$ cat config.mk
export PLATFORM = sky130hd
export DESIGN_NAME = dma_regfile
export DESIGN_NICKNAME = d
export VERILOG_FILES = /design/src/rtl/dma_rf_pkg.sv /design/src/rtl/dma_rf_decode.sv /design/src/rtl/dma_rf_word.sv /design/src/rtl/dma_rf_ctl.sv /design/src/rtl/dma_rf_dbuf.sv /design/src/rtl/dma_regfile.sv
export SDC_FILE = /design/constraint.sdc
export NUM_CORES = 1
export LEC_CHECK = 0
export BUFFER_PORTS_ARGS = -buffer_cell sky130_fd_sc_hd__buf_4
export CAP_MARGIN = 20
export CORE_MARGIN = 3
export CORE_UTILIZATION = 45
export DETAILED_ROUTE_END_ITERATION = 12
export PLACE_DENSITY = 0.82
export SLEW_MARGIN = 20
export SYNTH_ARGS = -nofsm -noshare
export SYNTH_HDL_FRONTEND = slang
export SYNTH_SLANG_ARGS = --single-unit
$ cat constraint.sdc
create_clock -name clk_i -period 2.2 [get_ports clk_i]
set_input_delay 0.33 -clock clk_i [delete_from_list [all_inputs] [get_ports clk_i]]
set_output_delay 0.33 -clock clk_i [all_outputs]
set_load 0.02 [all_outputs]
$ cat src/rtl/dma_rf_pkg.sv
package dma_rf_pkg;
  // register slot selected by address bits [2:1]
  localparam int NREG    = 4;
  localparam int OFF_WC  = 0;
  localparam int OFF_BA  = 1;
  localparam int OFF_CSR = 2;
  localparam int OFF_DB  = 3;
  localparam int NCNT    = 2;  // word count and bus address share one layout
  localparam int CSR_W   = 16;
endpackage

$ cat src/rtl/dma_rf_decode.sv
module dma_rf_decode
  import dma_rf_pkg::*;
#(
  parameter int              AW   = 18,
  parameter logic [AW-1:0]   BASE = 18'o772410
) (
  input  logic            clk_i,
  input  logic            rst_ni,
  input  logic            rd_i,
  input  logic            wr_i,
  input  logic [AW-1:0]   addr_i,
  output logic            hit_o,
  output logic [NREG-1:0] rd_sel_o,
  output logic [NREG-1:0] wr_sel_o
);
  logic [1:0] slot;

  assign hit_o = (addr_i[AW-1:3] == BASE[AW-1:3]) && !addr_i[0];
  assign slot  = addr_i[2:1];

  for (genvar k = 0; k < NREG; k++) begin : g_sel
    assign rd_sel_o[k] = rd_i && hit_o && (slot == 2'(k));
    assign wr_sel_o[k] = wr_i && hit_o && (slot == 2'(k));
  end

  assert_sel_window_R2: assert property (@(posedge clk_i) disable iff (!rst_ni)
    (|wr_sel_o) |-> (addr_i >= BASE) && (addr_i < BASE + AW'(8)) && !addr_i[0]);
endmodule

$ cat src/rtl/dma_rf_word.sv
module dma_rf_word #(
  parameter int DW = 16
) (
  input  logic          clk_i,
  input  logic          rst_ni,
  input  logic          wr_i,
  input  logic [DW-1:1] wdata_i,
  input  logic          bit0_i,
  output logic [DW-1:0] rdata_o
);
  logic [DW-1:1] word_q;

  always_ff @(posedge clk_i or negedge rst_ni)
    if (!rst_ni)   word_q <= '0;
    else if (wr_i) word_q <= wdata_i;

  assign rdata_o = {word_q, bit0_i};

  assert_word_store_R3: assert property (@(posedge clk_i) disable iff (!rst_ni)
    $past(wr_i) |-> word_q == $past(wdata_i));
endmodule

$ cat src/rtl/dma_rf_ctl.sv
module dma_rf_ctl
  import dma_rf_pkg::*;
#(
  parameter int NCYC = 2
) (
  input  logic             clk_i,
  input  logic             rst_ni,
  input  logic             wr_i,
  input  logic [CSR_W-1:0] wdata_i,
  input  logic [2:0]       stat_i,
  input  logic             attn_i,
  input  logic [NCYC-1:0]  cyc_req_i,
  output logic [CSR_W-1:0] csr_o,
  output logic [CSR_W-1:0] eir_o,
  output logic             regsel_o,
  output logic [2:0]       func_o,
  output logic             go_o,
  output logic             ready_o,
  output logic             cycle_o
);
  logic       err_q, nxm_q, maint_q, cycle_q, ready_q, ie_q, regsel_q, go_q;
  logic [1:0] xba_q;
  logic [2:0] func_q;
  logic       unused_wbits;

  assign unused_wbits = ^{wdata_i[13], wdata_i[11:9], wdata_i[7]};

  always_ff @(posedge clk_i or negedge rst_ni) begin
    if (!rst_ni) begin
      err_q <= 1'b0; nxm_q <= 1'b0; maint_q <= 1'b0; cycle_q <= 1'b0;
      ie_q <= 1'b0; regsel_q <= 1'b0; go_q <= 1'b0;
      xba_q <= '0; func_q <= '0;
      ready_q <= 1'b1;
    end else begin
      go_q <= wr_i && wdata_i[0];
      if (wr_i) begin
        regsel_q <= wdata_i[15];
        nxm_q    <= wdata_i[14];
        maint_q  <= wdata_i[12];
        ie_q     <= wdata_i[6];
        xba_q    <= wdata_i[5:4];
        func_q   <= wdata_i[3:1];
      end
      // a device request beats a host clear
      if (|cyc_req_i) cycle_q <= 1'b1;
      else if (wr_i)  cycle_q <= wdata_i[8];
      if (wr_i && wdata_i[0]) ready_q <= 1'b0;
      else if (attn_i)        ready_q <= 1'b1;
      if (wr_i && !wdata_i[15])    err_q <= 1'b0;
      else if (nxm_q || attn_i)    err_q <= 1'b1;
    end
  end

  assign csr_o = {err_q, nxm_q, attn_i, maint_q, stat_i, cycle_q, ready_q,
                  ie_q, xba_q, func_q, regsel_q};
  assign eir_o = {err_q, nxm_q, attn_i, 5'b0, 7'b0, regsel_q};
  assign regsel_o = regsel_q;
  assign func_o   = func_q;
  assign go_o     = go_q;
  assign ready_o  = ready_q;
  assign cycle_o  = cycle_q;

  assert_regsel_written_R6: assert property (@(posedge clk_i) disable iff (!rst_ni)
    $past(wr_i) |-> regsel_q == $past(wdata_i[15]));
  assert_go_source_R7: assert property (@(posedge clk_i) disable iff (!rst_ni)
    go_o |-> $past(wr_i && wdata_i[0]));
  assert_go_drops_ready_R7: assert property (@(posedge clk_i) disable iff (!rst_ni)
    go_o |-> !ready_o);
  assert_err_clear_R8: assert property (@(posedge clk_i) disable iff (!rst_ni)
    $past(wr_i && !wdata_i[15]) |-> !err_q);
  assert_err_sticky_R8: assert property (@(posedge clk_i) disable iff (!rst_ni)
    $past(err_q && !(wr_i && !wdata_i[15])) |-> err_q);
  assert_cycle_req_wins_R11: assert property (@(posedge clk_i) disable iff (!rst_ni)
    $past(|cyc_req_i) |-> cycle_o);
endmodule

$ cat src/rtl/dma_rf_dbuf.sv
module dma_rf_dbuf #(
  parameter int DW   = 16,
  parameter int NCYC = 2
) (
  input  logic            clk_i,
  input  logic            rst_ni,
  input  logic            wr_i,
  input  logic            rd_i,
  input  logic [NCYC-1:0] cyc_req_i,
  input  logic [DW-1:0]   wdata_i,
  input  logic [DW-1:0]   dev_data_i,
  output logic [DW-1:0]   out_o,
  output logic [DW-1:0]   in_o
);
  logic [DW-1:0] out_q, in_q;

  always_ff @(posedge clk_i or negedge rst_ni) begin
    if (!rst_ni) begin
      out_q <= '0;
      in_q  <= '0;
    end else begin
      if (wr_i) out_q <= wdata_i;
      if (rd_i || (|cyc_req_i)) in_q <= dev_data_i;
    end
  end

  assign out_o = out_q;
  assign in_o  = in_q;

  assert_out_load_R9: assert property (@(posedge clk_i) disable iff (!rst_ni)
    $past(wr_i) |-> out_o == $past(wdata_i));
  assert_in_sample_R10: assert property (@(posedge clk_i) disable iff (!rst_ni)
    $past(rd_i || (|cyc_req_i)) |-> in_o == $past(dev_data_i));
  assert_in_hold_R10: assert property (@(posedge clk_i) disable iff (!rst_ni)
    $past(!rd_i && !(|cyc_req_i)) |-> $stable(in_o));
endmodule

$ cat src/rtl/dma_regfile.sv
module dma_regfile
  import dma_rf_pkg::*;
#(
  parameter int            DW   = 16,
  parameter int            AW   = 18,
  parameter int            NCYC = 2,
  parameter logic [AW-1:0] BASE = 18'o772410
) (
  input  logic            clk_i,
  input  logic            rst_ni,
  input  logic            host_rd_i,
  input  logic            host_wr_i,
  input  logic [AW-1:0]   host_addr_i,
  input  logic [DW-1:0]   host_wdata_i,
  output logic [DW-1:0]   host_rdata_o,
  input  logic [DW-1:0]   dev_data_i,
  input  logic [2:0]      dev_stat_i,
  input  logic            dev_attn_i,
  input  logic            dev_bit0_i,
  input  logic [NCYC-1:0] cyc_req_i,
  output logic [DW-1:0]   dev_data_o,
  output logic [2:0]      dev_func_o,
  output logic            dev_go_o,
  output logic            dev_ready_o,
  output logic            cycle_o
);
  logic [NREG-1:0]  rd_sel, wr_sel;
  logic             hit, regsel;
  logic [DW-1:0]    cnt_rd [NCNT];
  logic [CSR_W-1:0] csr_w, eir_w;
  logic [DW-1:0]    in_latch;

  dma_rf_decode #(.AW(AW), .BASE(BASE)) u_dec (
    .clk_i, .rst_ni, .rd_i(host_rd_i), .wr_i(host_wr_i), .addr_i(host_addr_i),
    .hit_o(hit), .rd_sel_o(rd_sel), .wr_sel_o(wr_sel)
  );

  for (genvar k = 0; k < NCNT; k++) begin : g_cnt
    dma_rf_word #(.DW(DW)) u_word (
      .clk_i, .rst_ni, .wr_i(wr_sel[k]), .wdata_i(host_wdata_i[DW-1:1]),
      .bit0_i(dev_bit0_i), .rdata_o(cnt_rd[k])
    );
  end

  dma_rf_ctl #(.NCYC(NCYC)) u_ctl (
    .clk_i, .rst_ni, .wr_i(wr_sel[OFF_CSR]), .wdata_i(host_wdata_i[CSR_W-1:0]),
    .stat_i(dev_stat_i), .attn_i(dev_attn_i), .cyc_req_i,
    .csr_o(csr_w), .eir_o(eir_w), .regsel_o(regsel), .func_o(dev_func_o),
    .go_o(dev_go_o), .ready_o(dev_ready_o), .cycle_o
  );

  dma_rf_dbuf #(.DW(DW), .NCYC(NCYC)) u_dbuf (
    .clk_i, .rst_ni, .wr_i(wr_sel[OFF_DB]), .rd_i(rd_sel[OFF_DB]), .cyc_req_i,
    .wdata_i(host_wdata_i), .dev_data_i, .out_o(dev_data_o), .in_o(in_latch)
  );

  always_comb begin
    host_rdata_o = '0;
    if (rd_sel[OFF_WC])       host_rdata_o = cnt_rd[OFF_WC];
    else if (rd_sel[OFF_BA])  host_rdata_o = cnt_rd[OFF_BA];
    else if (rd_sel[OFF_CSR]) host_rdata_o = DW'(regsel ? eir_w : csr_w);
    else if (rd_sel[OFF_DB])  host_rdata_o = in_latch;
  end

  assert_miss_reads_zero_R2: assert property (@(posedge clk_i) disable iff (!rst_ni)
    (!host_rd_i || !hit) |-> host_rdata_o == '0);
  assert_eir_low_zero_R5: assert property (@(posedge clk_i) disable iff (!rst_ni)
    (rd_sel[OFF_CSR] && regsel) |-> host_rdata_o[12:1] == '0);
endmodule

## Yosys cells after proc, flatten, opt, wreduce, memory -nomap -nowiden

Index checks and enable logic that the tools add are counted.

- Equal/unequal tests: 4
- Mux-type cells: 11
- Reductions and logical operators: 22

Operators by type and width:

| operator | number |
|---|---|
| $mux 16 | 4 |
| $eq 15x15->1 const B | 1 |
| $logic_and 1x1->1 | 13 |
| $mux 13 | 1 |
| $mux 1 | 6 |
| $reduce_bool 2->1 | 3 |
| $eq 2x2->1 const B | 2 |
| $eq 2x1->1 const B | 1 |
| $logic_not 1->1 | 2 |
| $logic_not 2->1 | 1 |
| $logic_or 1x1->1 | 2 |
| $reduce_or 2->1 | 1 |

- Register bits after elaboration: 75
- Input bits: 61
- Output and inout bits: 38
- Word-level logic and storage cells: 51

## Longest topological paths before layout

Gate-level depths: netlist of run 1.

- Word-level depth: 8
- Gate-level depth with buffers: 7

## Cells and area by module

A second synthesis of run 1 with hierarchy kept.

- Cells, all modules: 291
- Area total of the unflattened synthesis: 4010.1 um2

Modules (own cells, without submodules):

| module | times used | cells an instance | area each (um2) |
|---|---|---|---|
| dma_rf_word | 2 | 33 | 620.6 |
| dma_rf_dbuf | 1 | 68 | 1198.6 |
| dma_rf_ctl | 1 | 63 | 742.0 |
| dma_regfile | 1 | 78 | 664.4 |
| dma_rf_decode | 1 | 16 | 163.9 |

## Worst setup path after synthesis of run 1

OpenSTA, ideal clock, no wires.

- Kind: input-to-output
- Start point: in host_addr_i[1]
- End point: out host_rdata_o[1]
- Arrival: 2168 ps
- Data required time: 1870 ps
- Path slack: -298 ps
- Cell stages on the path: 5
- Path buffers: 3
- Path through: clkbuf_1 buf_1 buf_1 a221oi_1 a211oi_1

- Word-level cells in the longest chain between the ends: 6
- Elaborated cells on any way between the ends: 12
- Those cells by class: eq/ne (3); mux (4); reduce/logical (5)

RTL lines:

| what | RTL line | source |
|---|---|---|
| from (decl) | dma_regfile.sv:13 | `input logic [AW-1:0] host_addr_i,` |
| $eq 2x2->1 | dma_rf_decode.sv:22 | `assign rd_sel_o[k] = rd_i && hit_o && (slot == 2'(k));` |
| $logic_and 1x1->1 | dma_rf_decode.sv:22 |  |
| $mux 16 | dma_regfile.sv:62 | `else if (rd_sel[OFF_DB]) host_rdata_o = in_latch;` |
| $mux 16 | dma_regfile.sv:61 | `else if (rd_sel[OFF_CSR]) host_rdata_o = DW'(regsel ? eir_w : csr_w);` |
| $mux 16 | dma_regfile.sv:60 | `else if (rd_sel[OFF_BA]) host_rdata_o = cnt_rd[OFF_BA];` |
| $mux 16 (*) | dma_regfile.sv:59 | `if (rd_sel[OFF_WC]) host_rdata_o = cnt_rd[OFF_WC];` |
| to (decl) | dma_regfile.sv:15 | `output logic [DW-1:0] host_rdata_o,` |

Every way passes the cells marked *; elsewhere a longest branch is shown, timed or not.

## Final worst setup path of run 1

- Start point: in host_addr_i[0]
- End point: out host_rdata_o[2]

- Word-level cells in the longest chain between the ends: 8
- Elaborated cells on any way between the ends: 11
- Those cells by class: mux (4); reduce/logical (7)

RTL lines:

| what | RTL line | source |
|---|---|---|
| $logic_not 1->1 (*) | dma_rf_decode.sv:18 | `assign hit_o = (addr_i[AW-1:3] == BASE[AW-1:3]) && !addr_i[0];` |
| $logic_and 1x1->1 (*) | dma_rf_decode.sv:18 |  |
| $logic_and 1x1->1 (*) | dma_rf_decode.sv:22 |  |
| $logic_and 1x1->1 | dma_rf_decode.sv:22 |  |
| $mux 16 | dma_regfile.sv:62 |  |
| $mux 16 | dma_regfile.sv:61 |  |
| $mux 16 | dma_regfile.sv:60 |  |
| $mux 16 (*) | dma_regfile.sv:59 |  |

Marked as above.

==> results_dict.tcl, run 1 <==
set metrics [dict create \
    synth_area_sq_um 3460 \
    htree_levels 3 \
    cts_made_buffers 9 \
    drt_iter0_markers 66 \
    yosysMostFrequentCell "dfrtp_1" \
    grt_pass1_vias 2693 \
    grtUsageMet2_pct 34.1 \
    gr-total-overflow 0 \
    nets 414 \
    yosys.area_share.simple_pct 4.99 \
    skew_ps 0.253 \
    worstReg2RegEnd "u_ctl.ready_o" \
    slowest_delay_ps 540 \
    crit_path_end_kind "primary output" \
    synth_cell_types 31 \
    final_util_pct 65.8 \
    synth-async-reset-ratio_pct 100 \
    max_clock_freq_mhz 460 \
    final-hold-violation-count 0 \
    synth_commonest_cells "dfrtp_1, mux2_2, a211oi_1" \
    grt_pass1_wl_mm 14.1 \
    cap_violations 0 \
    die_h_microns 93.7 \
    power_density_nw_per_um2 565 \
    place_ws_ps -154 \
    r2r-start "u_ctl.ready_o" \
    rows 31 \
    critPathArrivalTime_ps 1840 \
    ant_nets 0 \
    avgViaCountPerCell 5.44 \
    yosys_warnings 0 \
    cp_slowest_cell "or4_4" \
    p_total_mw 2.74 \
    hpwl_mm 6.27 \
    clkTransAtPathRegs_ps 80 \
    tightestPinTransition_ps 537 \
    syn_inst 242 \
    grt_max_degree 41 \
    finalWorstSetupSlack_ps 26.1 \
    clk-insertion-delay-late_ps 350 \
    period_share_pct 98.8 \
    period_needed_ps 2170 \
    rsz0062_at_grt "yes" \
    status "completed" \
    grt_use_total_pct 21.2 \
    slew_violations 0 \
    initial_core_util_pct 46.9 \
    cts_buffer_depth 2 \
    synth_mux_area_share_pct 29.5 \
    yosys_register_bits 75 \
    yosys-top-cells-area "dfrtp_1, mux2_2, mux2_4" \
    grt_busiest_layer "met2" \
    root_buffer "clkbuf_8" \
    via_count 2486 \
    synth_edf_count 0 \
    peakVddDrop_v 0.000384 \
    yosys.area_share.adder_pct 0 \
    numPortBuffers 98 \
    min_path_type "in2reg" \
    clkSinkCount 75 \
    diodes 0 \
    ios 99 \
    synth_nets 303 \
    cp_cell_sequence "buf_6 > or4_4 > nor3_4 > nand3_4 > buf_12 > a211oi_2 > buf_4" \
    synth_xor_area_share_pct 0 \
    use_met3_pct 4.49 \
    power.leakage_nw 2.34 \
    drc 0 \
    synth_top_family_by_area "multiplexers" \
    routed_wl_mm 8.64 \
    ff2ff_path_depth 2 \
    use_met1_pct 27.7 \
    synth_compound_area_share_pct 6.80 \
    timing.reg2reg.setup_slack_ps 1370 \
    yosysSeqAreaShare_pct 54.3 \
    avgRoutedWirePerCell_microns 18.9 \
    antenna_found_initial 0 \
    cp-start-kind "input pin" \
    critPathMaxFanout 5 \
    endpoint "host_rdata_o[2]" \
    worstSetupStartpoint "host_addr_i[0]" \
    fp.dieArea_sq_um 8770 \
    synthFlopType "dfrtp_1" \
    die_w_microns 93.7 \
    syn2layout_area_growth_pct 40.2 \
    final_layout_size_suffix_gt1_share_pct 63.4 \
    netlist.top_cell.by_area "dfrtp_1" \
    drtPass1Iterations 4 \
    required_ps 1870 \
    slew_headroom_pct 64.2 \
    finalSetupViolations 0 \
    gp_congestion 0.871 \
    fin_setup_tns_ps 0 \
    cts_tree "built" \
    critical_path_class "in2out" \
    fillers 556 \
    synth.avg_cell_area_sq_um 14.3 \
    synth_top_area_share_pct 53.5 \
    core_area_sq_um 7370 \
]
[cells in the final DEF (no fill, tap or decap), types with 4 or more instances in the layout]
cell / Yosys / final
mux2_4: 9 / 9
buf_12: 1 / 5
a221oi_1: 11 / 11
buf_6: 5 / 14
a211oi_4: 0 / 10
buf_4: 4 / 99
nor2_1: 5 / 4
dfrtp_1: 74 / 74
mux2_2: 61 / 61
clkbuf_8: 0 / 10
mux2i_1: 13 / 13
[worst min path at each step]
stage | slack, ps | end | cells past startpoint | start
after floorplan | 30 | g_cnt[0].u_word.word_q[10] | 0 | rst_ni
after global placement | 330 | u_ctl.go_o | 1 | rst_ni
after detailed placement | 330 | u_ctl.go_o | 1 | rst_ni
after CTS | 110 | u_ctl.ready_o | 2 | host_wdata_i[0]
after global routing | 120 | u_ctl.ready_o | 2 | host_wdata_i[0]
final | 120 | u_ctl.ready_o | 2 | host_wdata_i[0]
[through the flow]
stage                     area (sq um)  hold slack [ps]  cells
after floorplan                   3610             34.4    242
after global placement            4510              326    438
after detailed placement          4510              328    438
after CTS                         4790              115    456
after global routing              4850              118    457
final                             4850              119    457
[cell type report]
type                    count  area, sq um  area share [%]
inverters                   2         7.51           0.155
clock buffers              12          145            2.99
clock inverters             4         50.0            1.03
well taps                  99          124            2.56
multi-input cells         145         1600            33.1
repair buffers            120         1040            21.4
flip-flops and latches     75         1880            38.7
[power breakdown]
part           internal (mW)  total (mW)  switching, mW
Sequential              1.40        1.42         0.0139
Combinational          0.135       0.260          0.125
Clock                  0.554        1.06          0.509
Total                   2.09        2.74          0.649
[critical path, delay by kind of cell]
kind / cells / cell delay [ps]
compound gates: 1 / 160
buf+inv: 3 / 460
simple gates: 3 / 890
[cells by family after synthesis]
group | count (synthesis)
AND/OR/NAND/NOR | 28
AO/OA/AOI/OAI | 31
flip-flops | 75
multiplexers | 86
buffers and inverters | 22
[layer usage]
layer	vias to the layer above	routed length, microns
li1	1119	-
met1	1265	3700
met5	-	0
met2	86	4190
met4	0	178
met3	16	580
[registers in the layout, indices dropped and copies added, names as in the netlist, 2 cells and up]
| name | flops |
|---|---|
| g_cnt.u_word.word_q | 30 |
| u_ctl.func_o | 3 |
| u_ctl.xba_q | 2 |
| u_dbuf.in_o | 16 |
| u_dbuf.out_o | 16 |
[timing repair]
action,CTS,global route
endpoints found under the setup margin,14,15
hold buffers,1,0
pin swaps,2,0
buffers inserted,0,1
gates resized for setup,12,13
gates cloned,1,0
endpoints found under the hold margin,34,0
Power figures use the tool's default switching activity.
==> run 2, diff against run 1 <==
- ABC_AREA: unset -> 1
- CORE_MARGIN: 3 -> 4
- PLACE_DENSITY: 0.82 -> 0.8
==> run 2 against run 1 <==
Core utilization shrank 7.1 points. Die area is 17% higher. Largest power group unchanged. Critical path depth is 4 higher. Register-to-register slack lost 170 ps. Maximum frequency grew 7.3%. Largest cell class unchanged. Clock-buffer cell count fell by 1.
==> results_dict.tcl, run 2 <==
set metrics [dict create \
    status "completed" \
    gp_congestion 0.905 \
    synth_edf_count 0 \
    cts_setup_buffers 0 \
    largest_register "g_cnt.u_word.word_q" \
    synth_area_sq_um 3910 \
    clkSinkCount 75 \
    synth_nets 587 \
    peakVddDrop_v 0.000293 \
    rsz0062_at_grt "no" \
    gr-total-overflow 0 \
    cts_buffer_depth 2 \
    hpwl_mm 7.58 \
    synthFlopType "dfrtp_1" \
    grt_max_degree 40 \
    grt_pass1_wl_mm 16.9 \
    netlist.top_cell.by_area "dfrtp_1" \
    clk-insertion-delay-late_ps 350 \
    min_path_type "in2reg" \
    min_to "u_dbuf.in_o[10]" \
    r2r-start "u_ctl.regsel_o" \
    cts_tree "built" \
    clkTransAtPathRegs_ps 80 \
    period_share_pct 92.1 \
    final_cells 727 \
    final-hold-violation-count 0 \
    root_buffer "clkbuf_8" \
    diodes 0 \
    yosys-top-cells-area "dfrtp_1, nand2_1, inv_1" \
    rows 33 \
    skew_ps 0.664 \
    avgRoutedWirePerCell_microns 14.5 \
    yosys_register_bits 75 \
    finalSetupViolations 0 \
    drc 0 \
    timing.reg2reg.setup_slack_ps 1200 \
    fin_setup_tns_ps 0 \
    initial_core_util_pct 46.9 \
    final_layout_size_suffix_gt1_share_pct 21.5 \
    routed_wl_mm 10.5 \
    power.leakage_nw 2.62 \
    die_h_microns 101 \
    antenna_found_initial 0 \
    ff2ff_path_depth 4 \
    synth-async-reset-ratio_pct 100 \
    critPathArrivalTime_ps 1700 \
    via_count 3608 \
    synth_cell_types 27 \
    yosysSeqAreaShare_pct 48.0 \
    die_w_microns 101 \
    worstReg2RegEnd "u_ctl.regsel_o" \
    required_ps 1870 \
    yosysMostFrequentCell "nand2_1" \
    avgViaCountPerCell 4.96 \
    grtUsageMet2_pct 33.1 \
    numPortBuffers 98 \
    largest_reg_flops 30 \
    drtPass1Iterations 5 \
    final_common_cell "nand2_1" \
    slew_headroom_pct 66.6 \
    ant_nets 0 \
    slew_violations 0 \
    fp.dieArea_sq_um 10200 \
    dp.cells 710 \
    drt_iter0_markers 363 \
    hold_depth 3 \
    critPathMaxFanout 15 \
    grt_busiest_layer "met2" \
    critical_path_class "in2out" \
    htree_levels 3 \
    core_area_sq_um 8340 \
    final_cell_mix "nand2_1, inv_1, buf_4" \
    cap_violations 0 \
    use_met1_pct 28.9 \
    use_met3_pct 5.37 \
    nets 678 \
    syn_inst 526 \
    grt_pass1_vias 3522 \
    crit_path_end_kind "primary output" \
    hp-start "dev_data_i[10]" \
    cts_made_buffers 9 \
    yosys_warnings 0 \
    synth_top_area_share_pct 47.3 \
    synth_commonest_cells "nand2_1, inv_1, dfrtp_1" \
    power_density_nw_per_um2 528 \
    period_needed_ps 2030 \
    grt_use_total_pct 21.0 \
    max_clock_freq_mhz 494 \
    ios 99 \
    synth.avg_cell_area_sq_um 7.44 \
    cp-start-kind "input pin" \
    tightestPinTransition_ps 501 \
    syn2layout_area_growth_pct 25.2 \
]
run 2: cell types whose count changed in the layout (fill, tap and decap cells not counted), sizes merged, moves of 11 or more:
cell / previous run / this run
buf: 119 / 108
o21ai: 3 / 86
mux2: 70 / 0
a221oi: 11 / 0
inv: 2 / 115
nand2: 0 / 156
mux2i: 13 / 0
a211oi: 14 / 0
o2111ai: 0 / 15
nor2: 5 / 22
nand4: 1 / 18
run 2: metal layers:
metal,share of wire [%],wire length (microns)
met1,44,4670
met2,47,4940
met3,7.1,745
met4,1.5,162
met5,0,0
run 2: repair_timing:
| action | 4_1_cts | 5_1_grt |
|---|---|---|
| resized for setup | 0 | 0 |
| hold buffers | 1 | 0 |
| endpoints found under the hold margin | 35 | 0 |
run 2: how the worst max path moves through the flow:
stage / slack (ps) / startpoint / cells past startpoint / endpoint
finish: 170 / host_addr_i[11] / 11 / host_rdata_o[14]
global route: 30 / host_addr_i[11] / 13 / host_rdata_o[13]
CTS: 160 / host_addr_i[6] / 11 / host_rdata_o[14]
detailed placement: 160 / host_addr_i[11] / 11 / host_rdata_o[10]
global placement: 160 / host_addr_i[0] / 11 / host_rdata_o[15]
floorplan: 460 / host_rd_i / 8 / host_rdata_o[10]
run 2: per-stage QoR:
step | hold slack (ps) | area, sq um | setup WS [ps] | utilization [%] | power [mW]
final | 176 | 4900 | 174 | 58.7 | 2.59
after global routing | 185 | 4900 | 30.4 | 58.7 | 2.70
after CTS | 177 | 4900 | 156 | 58.7 | 2.61
after detailed placement | 333 | 4720 | 164 | 56.5 | 1.68
after global placement | 324 | 4720 | 160 | 56.5 | 1.67
after floorplan | 34.4 | 3910 | 463 | - | 1.52
run 2: area by class of cell:
type	instances	area (sq um)
fill	766	3440
timing repair buffer	109	833
tap	105	131
clock inverter	5	38.8
clock buffer	11	131
sequential	75	1880
multi-input combinational	307	1450
inverter	115	433
run 2: kinds of logic (layout without fill, tap and decap cells):
kind of cell           after synthesis  count (layout)  share of synthesized area (%)
DFF                                 75              75                           48.0
AOI/OAI and AO/OA                  104             104                           15.2
and+or+nand+nor                    203             203                           21.9
buffers and inverters              144             240                           14.9
run 2: worst max-delay path, cell delays in order:
cell and delay (ps):
buf_4 110, inv_1 80, nand4_1 80, nor2_1 100
nand2_1 90, nor2_4 120, nand2_4 80, nor2_4 350
nand2_1 90, nand2_1 110, buf_4 150
run 2: report_power, final:
| group | leakage [nW] | internal, mW | switching, mW |
|---|---|---|---|
| Combinational | 1.70 | 0.100 | 0.133 |
| Clock | 0.0839 | 0.416 | 0.514 |
| Sequential | 0.839 | 1.40 | 0.0215 |
| Total | 2.62 | 1.92 | 0.669 |
==> run 3, diff against run 2 <==
- MAX_ROUTING_LAYER: unset -> met4
- REMOVE_ABC_BUFFERS: unset -> 1
==> run 3 against run 2 <==
Combinational power barely moved. Sequential share of layout area shrank 0.81 points. Critical path type unchanged. Core utilization is 1.3 points higher. Final cell count grew 0.55%. Critical endpoint is now host_rdata_o[1]. Sequential power about the same. Worst setup slack improved by 67 ps. Global-route usage grew 0.47 points. Sequential cell count stayed put. Total power is 10% higher.
==> results_dict.tcl, run 3 (same netlist as run 2, synthesis figures left out) <==
set metrics [dict create \
    status "completed" \
    rows 33 \
    clkTransAtPathRegs_ps 80 \
    gp_congestion 0.865 \
    min_path_type "in2reg" \
    switching_share_pct 22.9 \
    hold_buffers 1 \
    cp-start-kind "input pin" \
    final_cell_mix "nand2_1, inv_1, buf_4" \
    register_area_sq_um 1880 \
    die_h_microns 101 \
    nets 683 \
    die_w_microns 101 \
    fillers 753 \
    p_comb_share_pct 8.3 \
    rsz0062_at_grt "no" \
    power_density_nw_per_um2 571 \
    cap_violations 0 \
    final_common_cell "nand2_1" \
    drt_iter0_markers 190 \
    root_buffer "clkbuf_8" \
    via_count 3610 \
    power.leakage_nw 2.68 \
    avgViaCountPerCell 4.94 \
    cts_setup_buffers 0 \
    syn2layout_area_growth_pct 27.9 \
    p_switching_mw 0.655 \
    cts_made_buffers 9 \
    finalWorstSetupSlack_ps 241 \
    routed_wl_mm 10.2 \
    htree_levels 3 \
    pwr-share-clk_pct 42.1 \
    grt_pass1_wl_mm 16.9 \
    place_ws_ps 223 \
    clkSinkCount 75 \
    cts_tree "built" \
    largest_register "g_cnt.u_word.word_q" \
    critical_path_class "in2out" \
    max_clock_freq_mhz 510 \
    initial_core_util_pct 46.9 \
    drtPass1Iterations 6 \
    hpwl_mm 7.23 \
    grt_use_total_pct 21.5 \
    antenna_found_initial 0 \
    ant_nets 0 \
    internal-power_mw 2.20 \
    critPathArrivalTime_ps 1630 \
    slew_violations 0 \
    numPortBuffers 98 \
    tightestPinTransition_ps 512 \
    seq_power_share_pct 49.6 \
    peakVddDrop_v 0.000386 \
    hold_depth 3 \
    period_share_pct 89.0 \
    skew_ps 2.81 \
    diodes 0 \
    cts_buffer_depth 2 \
    clk-insertion-delay-late_ps 350 \
    final_layout_size_suffix_gt1_share_pct 22.4 \
    ios 99 \
    multi_input_area_sq_um 1450 \
    grt_pass1_vias 3529 \
    avgRoutedWirePerCell_microns 14.0 \
    critPathMaxFanout 15 \
    period_needed_ps 1960 \
    finalSetupViolations 0 \
    fp.dieArea_sq_um 10200 \
    final-hold-violation-count 0 \
    crit_path_end_kind "primary output" \
    required_ps 1870 \
    core_area_sq_um 8340 \
    post_cts_resized 0 \
    grt_max_degree 53 \
    gr-total-overflow 0 \
    ff2ff_path_depth 4 \
    slew_headroom_pct 65.9 \
    drc 0 \
    fin_setup_tns_ps 0 \
    largest_reg_flops 30 \
]
[run 3: cell types whose count changed in the layout (fill, tap and decap cells not counted), moves of 2 or more]
cell / before / now
buf_4: 107 / 111
bufinv_16: 0 / 2
clkbuf_1: 2 / 0
clkbuf_8: 9 / 11
[run 3: final timing paths]
kind,startpoint,to,slack (ps)
max in group asynchronous,rst_ni,u_ctl.ready_o,1170
setup reg to reg,u_ctl.regsel_o,u_ctl.regsel_o,1120
setup / recovery,host_addr_i[0],host_rdata_o[1],240
hold / removal,dev_data_i[1],u_dbuf.in_o[1],190
hold reg to reg,u_dbuf.out_o[8],u_dbuf.out_o[8],490
min in group asynchronous,rst_ni,u_dbuf.out_o[9],410
[run 3: power by group through the flow]
stage	clock network, mW	logic [mW]	registers (mW)
finish	1.20	0.236	1.42
global route	1.28	0.265	1.42
CTS	1.22	0.238	1.42
detailed placement	0	0.236	1.44
global placement	0	0.228	1.44
floorplan	0	0.0667	1.44
[run 3: layout make-up]
| type | instances | share of cell area, % |
|---|---|---|
| clock buffers | 11 | 3.03 |
| clock inverters | 4 | 1.48 |
| inverters | 115 | 8.66 |
| multi-input cells | 307 | 29.0 |
| flip-flops and latches | 75 | 37.6 |
| well taps | 105 | 2.63 |
| repair buffers | 114 | 17.7 |
[run 3: critical path: stages]
cell	delay, ps
buf_4	120
nor2_1	110
nand2_1	70
nor2_1	100
nand2_1	90
nor2_4	120
nand2_4	80
clkinv_2	170
o21ai_0	120
nand2_1	100
nand2_1	60
buf_4	160
[run 3: metrics by stage]
| stage | utilization (%) | cell area, sq um | instances | hold WS (ps) | total power, mW |
|---|---|---|---|---|---|
| 2_1_floorplan | - | 3760 | 497 | 34.4 | 1.51 |
| 3_3_place_gp | 57.1 | 4770 | 715 | 252 | 1.67 |
| 3_5_place_dp | 57.1 | 4770 | 715 | 253 | 1.68 |
| 4_1_cts | 60.0 | 5000 | 731 | 181 | 2.88 |
| 5_1_grt | 60.0 | 5000 | 731 | 188 | 2.96 |
| 6_report | 60.0 | 5000 | 731 | 193 | 2.86 |
[run 3: per-layer routing]
layer / track usage (%) / part of all wire, % / up-vias
met3: 4.75 / 6.0 / 13
li1: - / - / 1818
met4: 5.21 / 1.0 / 0
met5: - / 0 / -
met2: 34.7 / 49 / 110
met1: 27.6 / 44 / 1669
